## config.mk

```make
export PLATFORM = sky130hd
export DESIGN_NAME = byte_pkt_decoder
export DESIGN_NICKNAME = d
export VERILOG_FILES = /design/src/rtl/byte_pkt_decoder.sv
export SDC_FILE = /design/constraint.sdc
export NUM_CORES = 1
export LEC_CHECK = 0
export BUFFER_PORTS_ARGS = -buffer_cell sky130_fd_sc_hd__clkbuf_2
export CORE_MARGIN = 1.5
export CORE_UTILIZATION = 50
export DETAILED_ROUTE_END_ITERATION = 8
export MAX_ROUTING_LAYER = met4
export PLACE_DENSITY = 0.77
export SLEW_MARGIN = 25
export SYNTH_ARGS = -nofsm -noshare
export SYNTH_HDL_FRONTEND = slang
export SYNTH_SLANG_ARGS = --single-unit
```

## constraint.sdc

```tcl
create_clock -name clk -period 2.1 [get_ports clk]
set_input_delay 0.63 -clock clk [delete_from_list [all_inputs] [get_ports clk]]
set_output_delay 0.63 -clock clk [all_outputs]
set_load 0.005 [all_outputs]
```

## src/rtl/byte_pkt_decoder.sv

```systemverilog
module byte_pkt_decoder #(
  parameter logic [7:0] SOP_CODE    = 8'h7a,
  parameter logic [7:0] EOP_CODE    = 8'h7b,
  parameter logic [7:0] CHN_CODE    = 8'h7c,
  parameter logic [7:0] ESC_CODE    = 8'h7d,
  parameter logic [7:0] FLIP_MASK   = 8'h20,
  parameter logic [7:0] CHN_ALLOWED = 8'h00
) (
  input  logic       clk,
  input  logic       rst_n,
  input  logic [7:0] in_data,
  input  logic       in_valid,
  output logic       in_ready,
  output logic [7:0] out_data,
  output logic       out_valid,
  input  logic       out_ready,
  output logic       out_sop,
  output logic       out_eop,
  output logic       err
);

  logic in_pkt, esc_q, end_q, chn_q, first_q;
  logic n_pkt, n_esc, n_end, n_chn, n_first;
  logic emit, fault;
  logic [7:0] emit_data;

  wire take = in_valid && in_ready;

  assign in_ready  = !out_valid || out_ready;
  assign emit_data = esc_q ? (in_data ^ FLIP_MASK) : in_data;

  always_comb begin
    n_pkt   = in_pkt;
    n_esc   = esc_q;
    n_end   = end_q;
    n_chn   = chn_q;
    n_first = first_q;
    emit    = 1'b0;
    fault   = 1'b0;
    if (take) begin
      if (!in_pkt) begin
        if (in_data == SOP_CODE) begin
          n_pkt   = 1'b1;
          n_esc   = 1'b0;
          n_end   = 1'b0;
          n_chn   = 1'b0;
          n_first = 1'b1;
        end
      end else if (chn_q) begin
        n_chn = 1'b0;
        if (in_data != CHN_ALLOWED) fault = 1'b1;
      end else if (in_data == SOP_CODE) begin
        n_esc   = 1'b0;
        n_end   = 1'b0;
        n_chn   = 1'b0;
        n_first = 1'b1;
      end else if (in_data == EOP_CODE) begin
        if (esc_q || end_q) fault = 1'b1;
        else n_end = 1'b1;
      end else if (in_data == CHN_CODE) begin
        if (esc_q || end_q) fault = 1'b1;
        else n_chn = 1'b1;
      end else if (in_data == ESC_CODE) begin
        if (esc_q) fault = 1'b1;
        else n_esc = 1'b1;
      end else begin
        emit    = 1'b1;
        n_esc   = 1'b0;
        n_first = 1'b0;
        if (end_q) begin
          n_pkt = 1'b0;
          n_end = 1'b0;
        end
      end
      if (fault) begin
        n_pkt   = 1'b0;
        n_esc   = 1'b0;
        n_end   = 1'b0;
        n_chn   = 1'b0;
        n_first = 1'b0;
      end
    end
  end

  always_ff @(posedge clk or negedge rst_n) begin
    if (!rst_n) begin
      in_pkt  <= 1'b0;
      esc_q   <= 1'b0;
      end_q   <= 1'b0;
      chn_q   <= 1'b0;
      first_q <= 1'b0;
      err     <= 1'b0;
    end else begin
      in_pkt  <= n_pkt;
      esc_q   <= n_esc;
      end_q   <= n_end;
      chn_q   <= n_chn;
      first_q <= n_first;
      err     <= fault;
    end
  end

  always_ff @(posedge clk or negedge rst_n) begin
    if (!rst_n) begin
      out_valid <= 1'b0;
      out_data  <= 8'h00;
      out_sop   <= 1'b0;
      out_eop   <= 1'b0;
    end else if (emit) begin
      out_valid <= 1'b1;
      out_data  <= emit_data;
      out_sop   <= first_q;
      out_eop   <= end_q;
    end else if (out_ready) begin
      out_valid <= 1'b0;
    end
  end

endmodule

```

# Word level (Yosys, flattened, before mapping)
# Index checks and enable logic that the tools add are counted.
[classes]
n_eq_ne = 11
n_mux = 59
n_bitwise = 1
reduce_logical = 11
[op_table]
columns = ["cell", "n"]
rows = [
  ["1-bit two-way mux", 58],
  ["8-bit by 7-bit == test with 1-bit output (second input constant)", 4],
  ["5-bit by 4-bit inequality test with 1-bit output (second input constant)", 3],
  ["4-bit by 3-bit inequality test with 1-bit output (second input constant)", 3],
  ["6-bit AND reduction", 2],
  ["8-bit nonzero test", 1],
  ["6-bit two-way mux", 1],
  ["5-bit AND reduction", 1],
  ["3-bit by 2-bit inequality test with 1-bit output (second input constant)", 1],
  ["3-bit nonzero test", 1],
  ["1-bit logical OR", 2],
  ["2-bit AND reduction", 1],
  ["2-bit nonzero test", 1],
  ["1-bit logical AND", 1],
  ["1-bit logical NOT", 1],
  ["1-bit NOT", 1],
]
[word_totals]
regBits = 17
in_bits = 12
out_inout_bits = 13
wordCells = 92

# Longest topological paths before layout
[depth]
word_depth = 10
depth_mapped = 6
ltp_nobuf = 5

# Worst setup path before layout
# Ideal clock, no wire load.
[synth_path]
kind = "input-to-reg"
start = "input in_data[7]"
end = "register end_q"
setup_ns = 0.125
t_arrival_ns = 1.900
t_required_ns = 1.975
setup_slack_ns = 0.075
stages = 5
path_buffers = 0
path_cell_list = "and4b_1 -> a31oi_1 -> or3_4 -> a31oi_2 -> mux2_4"
[synth_between]
elab_chain_len = 10
elab_cells_between_ends = 24
classes_between = "8 x eq/ne; 13 x mux; 3 x reduce/logical"
[synth_rtl]
columns = ["element", "line_no", "rtl"]
rows = [
  ["start: declaration", "11", "input logic [7:0] in_data,"],
  ["8-bit by 7-bit == test with 1-bit output", "63", "end else if (in_data == ESC_CODE) begin"],
  ["1-bit two-way mux", "63", ""],
  ["1-bit two-way mux", "60", "end else if (in_data == CHN_CODE) begin"],
  ["1-bit two-way mux", "57", "end else if (in_data == EOP_CODE) begin"],
  ["1-bit two-way mux", "52", "end else if (in_data == SOP_CODE) begin"],
  ["1-bit two-way mux", "49", "end else if (chn_q) begin"],
  ["1-bit two-way mux", "41", "if (!in_pkt) begin"],
  ["1-bit two-way mux", "40", "if (take) begin"],
  ["5-bit by 4-bit inequality test with 1-bit output (no source line) (tied with other cells)", "-", ""],
  ["6-bit AND reduction (no source line)", "-", ""],
  ["end signal: assignment", "96", "end_q <= n_end;"],
  ["end: declaration", "22", "logic in_pkt, esc_q, end_q, chn_q, first_q;"],
]
# Parallel ways exist; a longest one is shown, timed or not. The select of a mux whose other input is x is not followed.
# A chain may end at the register's enable or synchronous reset.

# Final worst setup path
# Ends and elaborated chain as after synthesis.

==> summary.md <==
| Metric | Value |
|---|---|
| Distinct cells, synth | 35 |
| Buf/Inv on CP | 1 |
| Clk pwr share | 0.177 |
| Design Power | 0.001021 W |
| Rows | 15 |
| Slew at the pin closest to its max-slew limit | 0.4180 ns |
| Postcts setup bufs | 0 |
| P_leak | 0.5674 nW |
| Final WS setup | 0.2866 ns |
| Critical path's slowest cell | or3_4 |
| First-pass GRT wire length | 3408 um |
| Pwr/cell area | 890.1 mW/mm^2 |
| Worst hold path type | in2async |
| CTS tree | built |
| MaxCap Viol Count | 0 |
| Clock Tree Buf Depth | 2 |
| Sequential fraction of the synthesis area | 0.4632 |
| Sequential Area | 425.4 um^2 |
| Post-DP Area | 0.001121 mm^2 |
| Die height | 45.86 um |
| Dpl ws | -0.02765 ns |
| Setup_tns | 0 ns |
| CTS clk-pin slew, worst paths | 0.10 ns |
| DR WL/cell | 13.57 um |
| Post-DP HPWL | 1560 um |
| Sw power | 0.0003285 W |
| Worst path top cell family by delay | simple AND/OR/NAND/NOR gates |
| Antenna-violating nets left | 0 |
| Residual DRC | 0 |
| Initial antenna violation count | 0 |
| WP data arrival | 2.00 ns |
| DR pass1 iterations | 6 |
| Vias | 813 |
| Post-synth net total | 101 |
| Largest net degree at the start of global routing | 18 |
| Via/cell ratio | 5.493 |
| Crit path time final | 1.813 ns |
| Crit-path max FO | 4 |
| Post-synth EDFFs | 0 |
| Post-Layout Inst Area | 0.001147 mm^2 |
| Outcome | finished, final reports clean |
| Vias in the first global route | 821 |
| Port bufs | 24 |
| Max Clock Skew | 0.01070 ns |
| Req. time, crit path | 2.29 ns |
| Core footprint | 0.001727 mm^2 |
| Seq pwr share | 0.497 |
| Crit path kind | in2reg |
| Peak Freq | 551.4 MHz |
| Async S/R FF share, synth | 1.000 |
| # diodes | 0 |
| Slew Viols, Final | 0 |
| Initial drt markers | 11 |
| Initial Util | 0.5319 |
| Drt total wl | 2009 um |
| GP Congestion | 0.8161 |
| Synthesized cell area | 918.4 um^2 |
| Total number of yosys warnings | 0 |
| Layout cell share with drive strength beyond 1 | 0.3902 |
| Fin util | 0.6645 |
| Crit. End Element | flop |
| Count of hold-fix buffers inserted at cts | 0 |
| Die area | 0.002103 mm^2 |
| Sink Count | 17 |
| Skew-Pair Late Insertion Delay | 0.31 ns |
| Clock H-tree levels | 1 |
| Global route overflow | 0 |
| Post-CTS sizing | 0 |
| Mean Syn Cell Area | 10.32 um^2 |
| Sw frac | 0.3216 |
| Period utilization | 0.8635 |
| Final number of setup-violating endpoints | 0 |
| Mapped Cells | 89 |
| Multi-input gate area | 469.2 um^2 |
| Nets | 136 |
| Slew HR | 0.7213 |
| Fill count | 158 |
| Final hold vios | 0 |
| Combinational Power Share | 0.326 |
| Internal | 0.0006928 W |
| Count of state elements after synthesis | 17 |
| CTS buffer count | 3 |
| Root Driver | clkbuf_4 |
| Dominant synthesized flop cell | dfrtp_1 |
| Worst path cell trace | clkbuf_2, and4b_1, a31oi_1, or3_4, a31oi_2, mux2_4 |
| Chip width | 45.86 um |
| Crit path launch type | input pin |
| RSZ-0062 raised after global routing | no |
| Peak VDD IR | 561.2 uV |
| Layout area overhead | 24.93% |
| GRT Util Overall | 0.2350 |
| Crit-path max cell delay | 0.41 ns |
| IO Pins | 25 |
-- per-stage QoR --
step,hold WS [ns],cells
2_1_floorplan,0.3344,89
4_1_cts,0.2530,148
6_report,0.2333,148
3_5_place_dp,0.4743,144
5_1_grt,0.2799,148
3_3_place_gp,0.4623,144
-- cells in the final DEF, fill, tap and decap left out, types with 2 or more instances in the layout --
| cell | instances |
|---|---|
| buf_4 | 8 |
| dfrtp_1 | 17 |
| and4b_1 | 2 |
| clkbuf_2 | 24 |
| a31oi_1 | 3 |
| a21oi_1 | 2 |
| nor2_1 | 4 |
| inv_1 | 4 |
| nand3_1 | 2 |
| or4_1 | 3 |
| mux2_2 | 8 |
| nand2_1 | 12 |
| clkbuf_4 | 3 |
| o21ai_0 | 5 |
| nand2b_1 | 4 |
-- registers in the layout (all words and copies together) (netlist names) --
| signal | flops |
|---|---|
| end_q | 1 |
| out_eop | 1 |
| first_q | 1 |
| esc_q | 1 |
| out_valid | 1 |
| in_pkt | 1 |
| out_sop | 1 |
| err | 1 |
| chn_q | 1 |
| out_data | 8 |
-- logic make-up (layout without fill, tap and decap cells) --
kind of cell	after synthesis	after routing	share of synthesized area
buffers and inverters	6	40	0.02587
DFF	17	17	0.4632
xor gates and xnor gates	2	2	0.01908
muxes	9	9	0.1144
and+or+nand+nor	40	40	0.2630
AOI/OAI and AO/OA	15	15	0.1144
-- per-layer routing --
metal  up-vias  track usage  wire [um]
li1        394            -          -
met1       380       0.2625        821
met2        34       0.3944       1012
met3         5      0.03968        130
met4         0       0.1257         44
met5         -            -          0
-- cell usage after synthesis (2+ instances only) --
library cell  number  area, um^2
dfrtp_1           17       425.4
nand2_1           12       45.04
mux2_2             8       90.09
o21ai_0            5       25.02
inv_1              4       15.01
nand2b_1           4       25.02
nor2_1             4       15.01
a31oi_1            3       18.77
or4_1              3       22.52
a21oi_1            2       10.01
and4b_1            2       20.02
nand3_1            2       10.01
-- cell type report --
| class | count | share of cell area |
|---|---|---|
| clock buffer | 4 | 0.02290 |
| inverter | 4 | 0.01309 |
| multi-input combinational | 66 | 0.4089 |
| sequential | 17 | 0.3708 |
| tap | 25 | 0.02726 |
| timing repair buffer | 32 | 0.1570 |
-- power groups by stage --
stage / clock (W) / sequential (W) / combinational, W
floorplan: 0 / 0.000497 / 0.000193
global route: 0.000195 / 0.000520 / 0.000378
finish: 0.000181 / 0.000507 / 0.000333
CTS: 0.000183 / 0.000507 / 0.000339
global placement: 0 / 0.000508 / 0.000326
detailed placement: 0 / 0.000513 / 0.000338
-- worst register-to-register path: stages, from the launching register on --
cell	delay [ns]
dfrtp_1	0.39
nand2b_1	0.13
nand2_1	0.12
or3_4	0.43
a31oi_2	0.20
mux2_4	0.31
-- final timing paths --
check	end	slack [ns]	cells past startpoint	from
min in group clk	out_data[5]	0.49	2	out_data[5]
worst min register to register	out_data[5]	0.49	2	out_data[5]
worst max-delay path	end_q	0.29	6	in_data[7]
worst max register to register	end_q	0.40	5	out_valid
worst min-delay path	out_valid	0.23	1	rst_n
max in group asynchronous	out_data[1]	1.56	1	rst_n
Power figures use the tool's default switching activity.
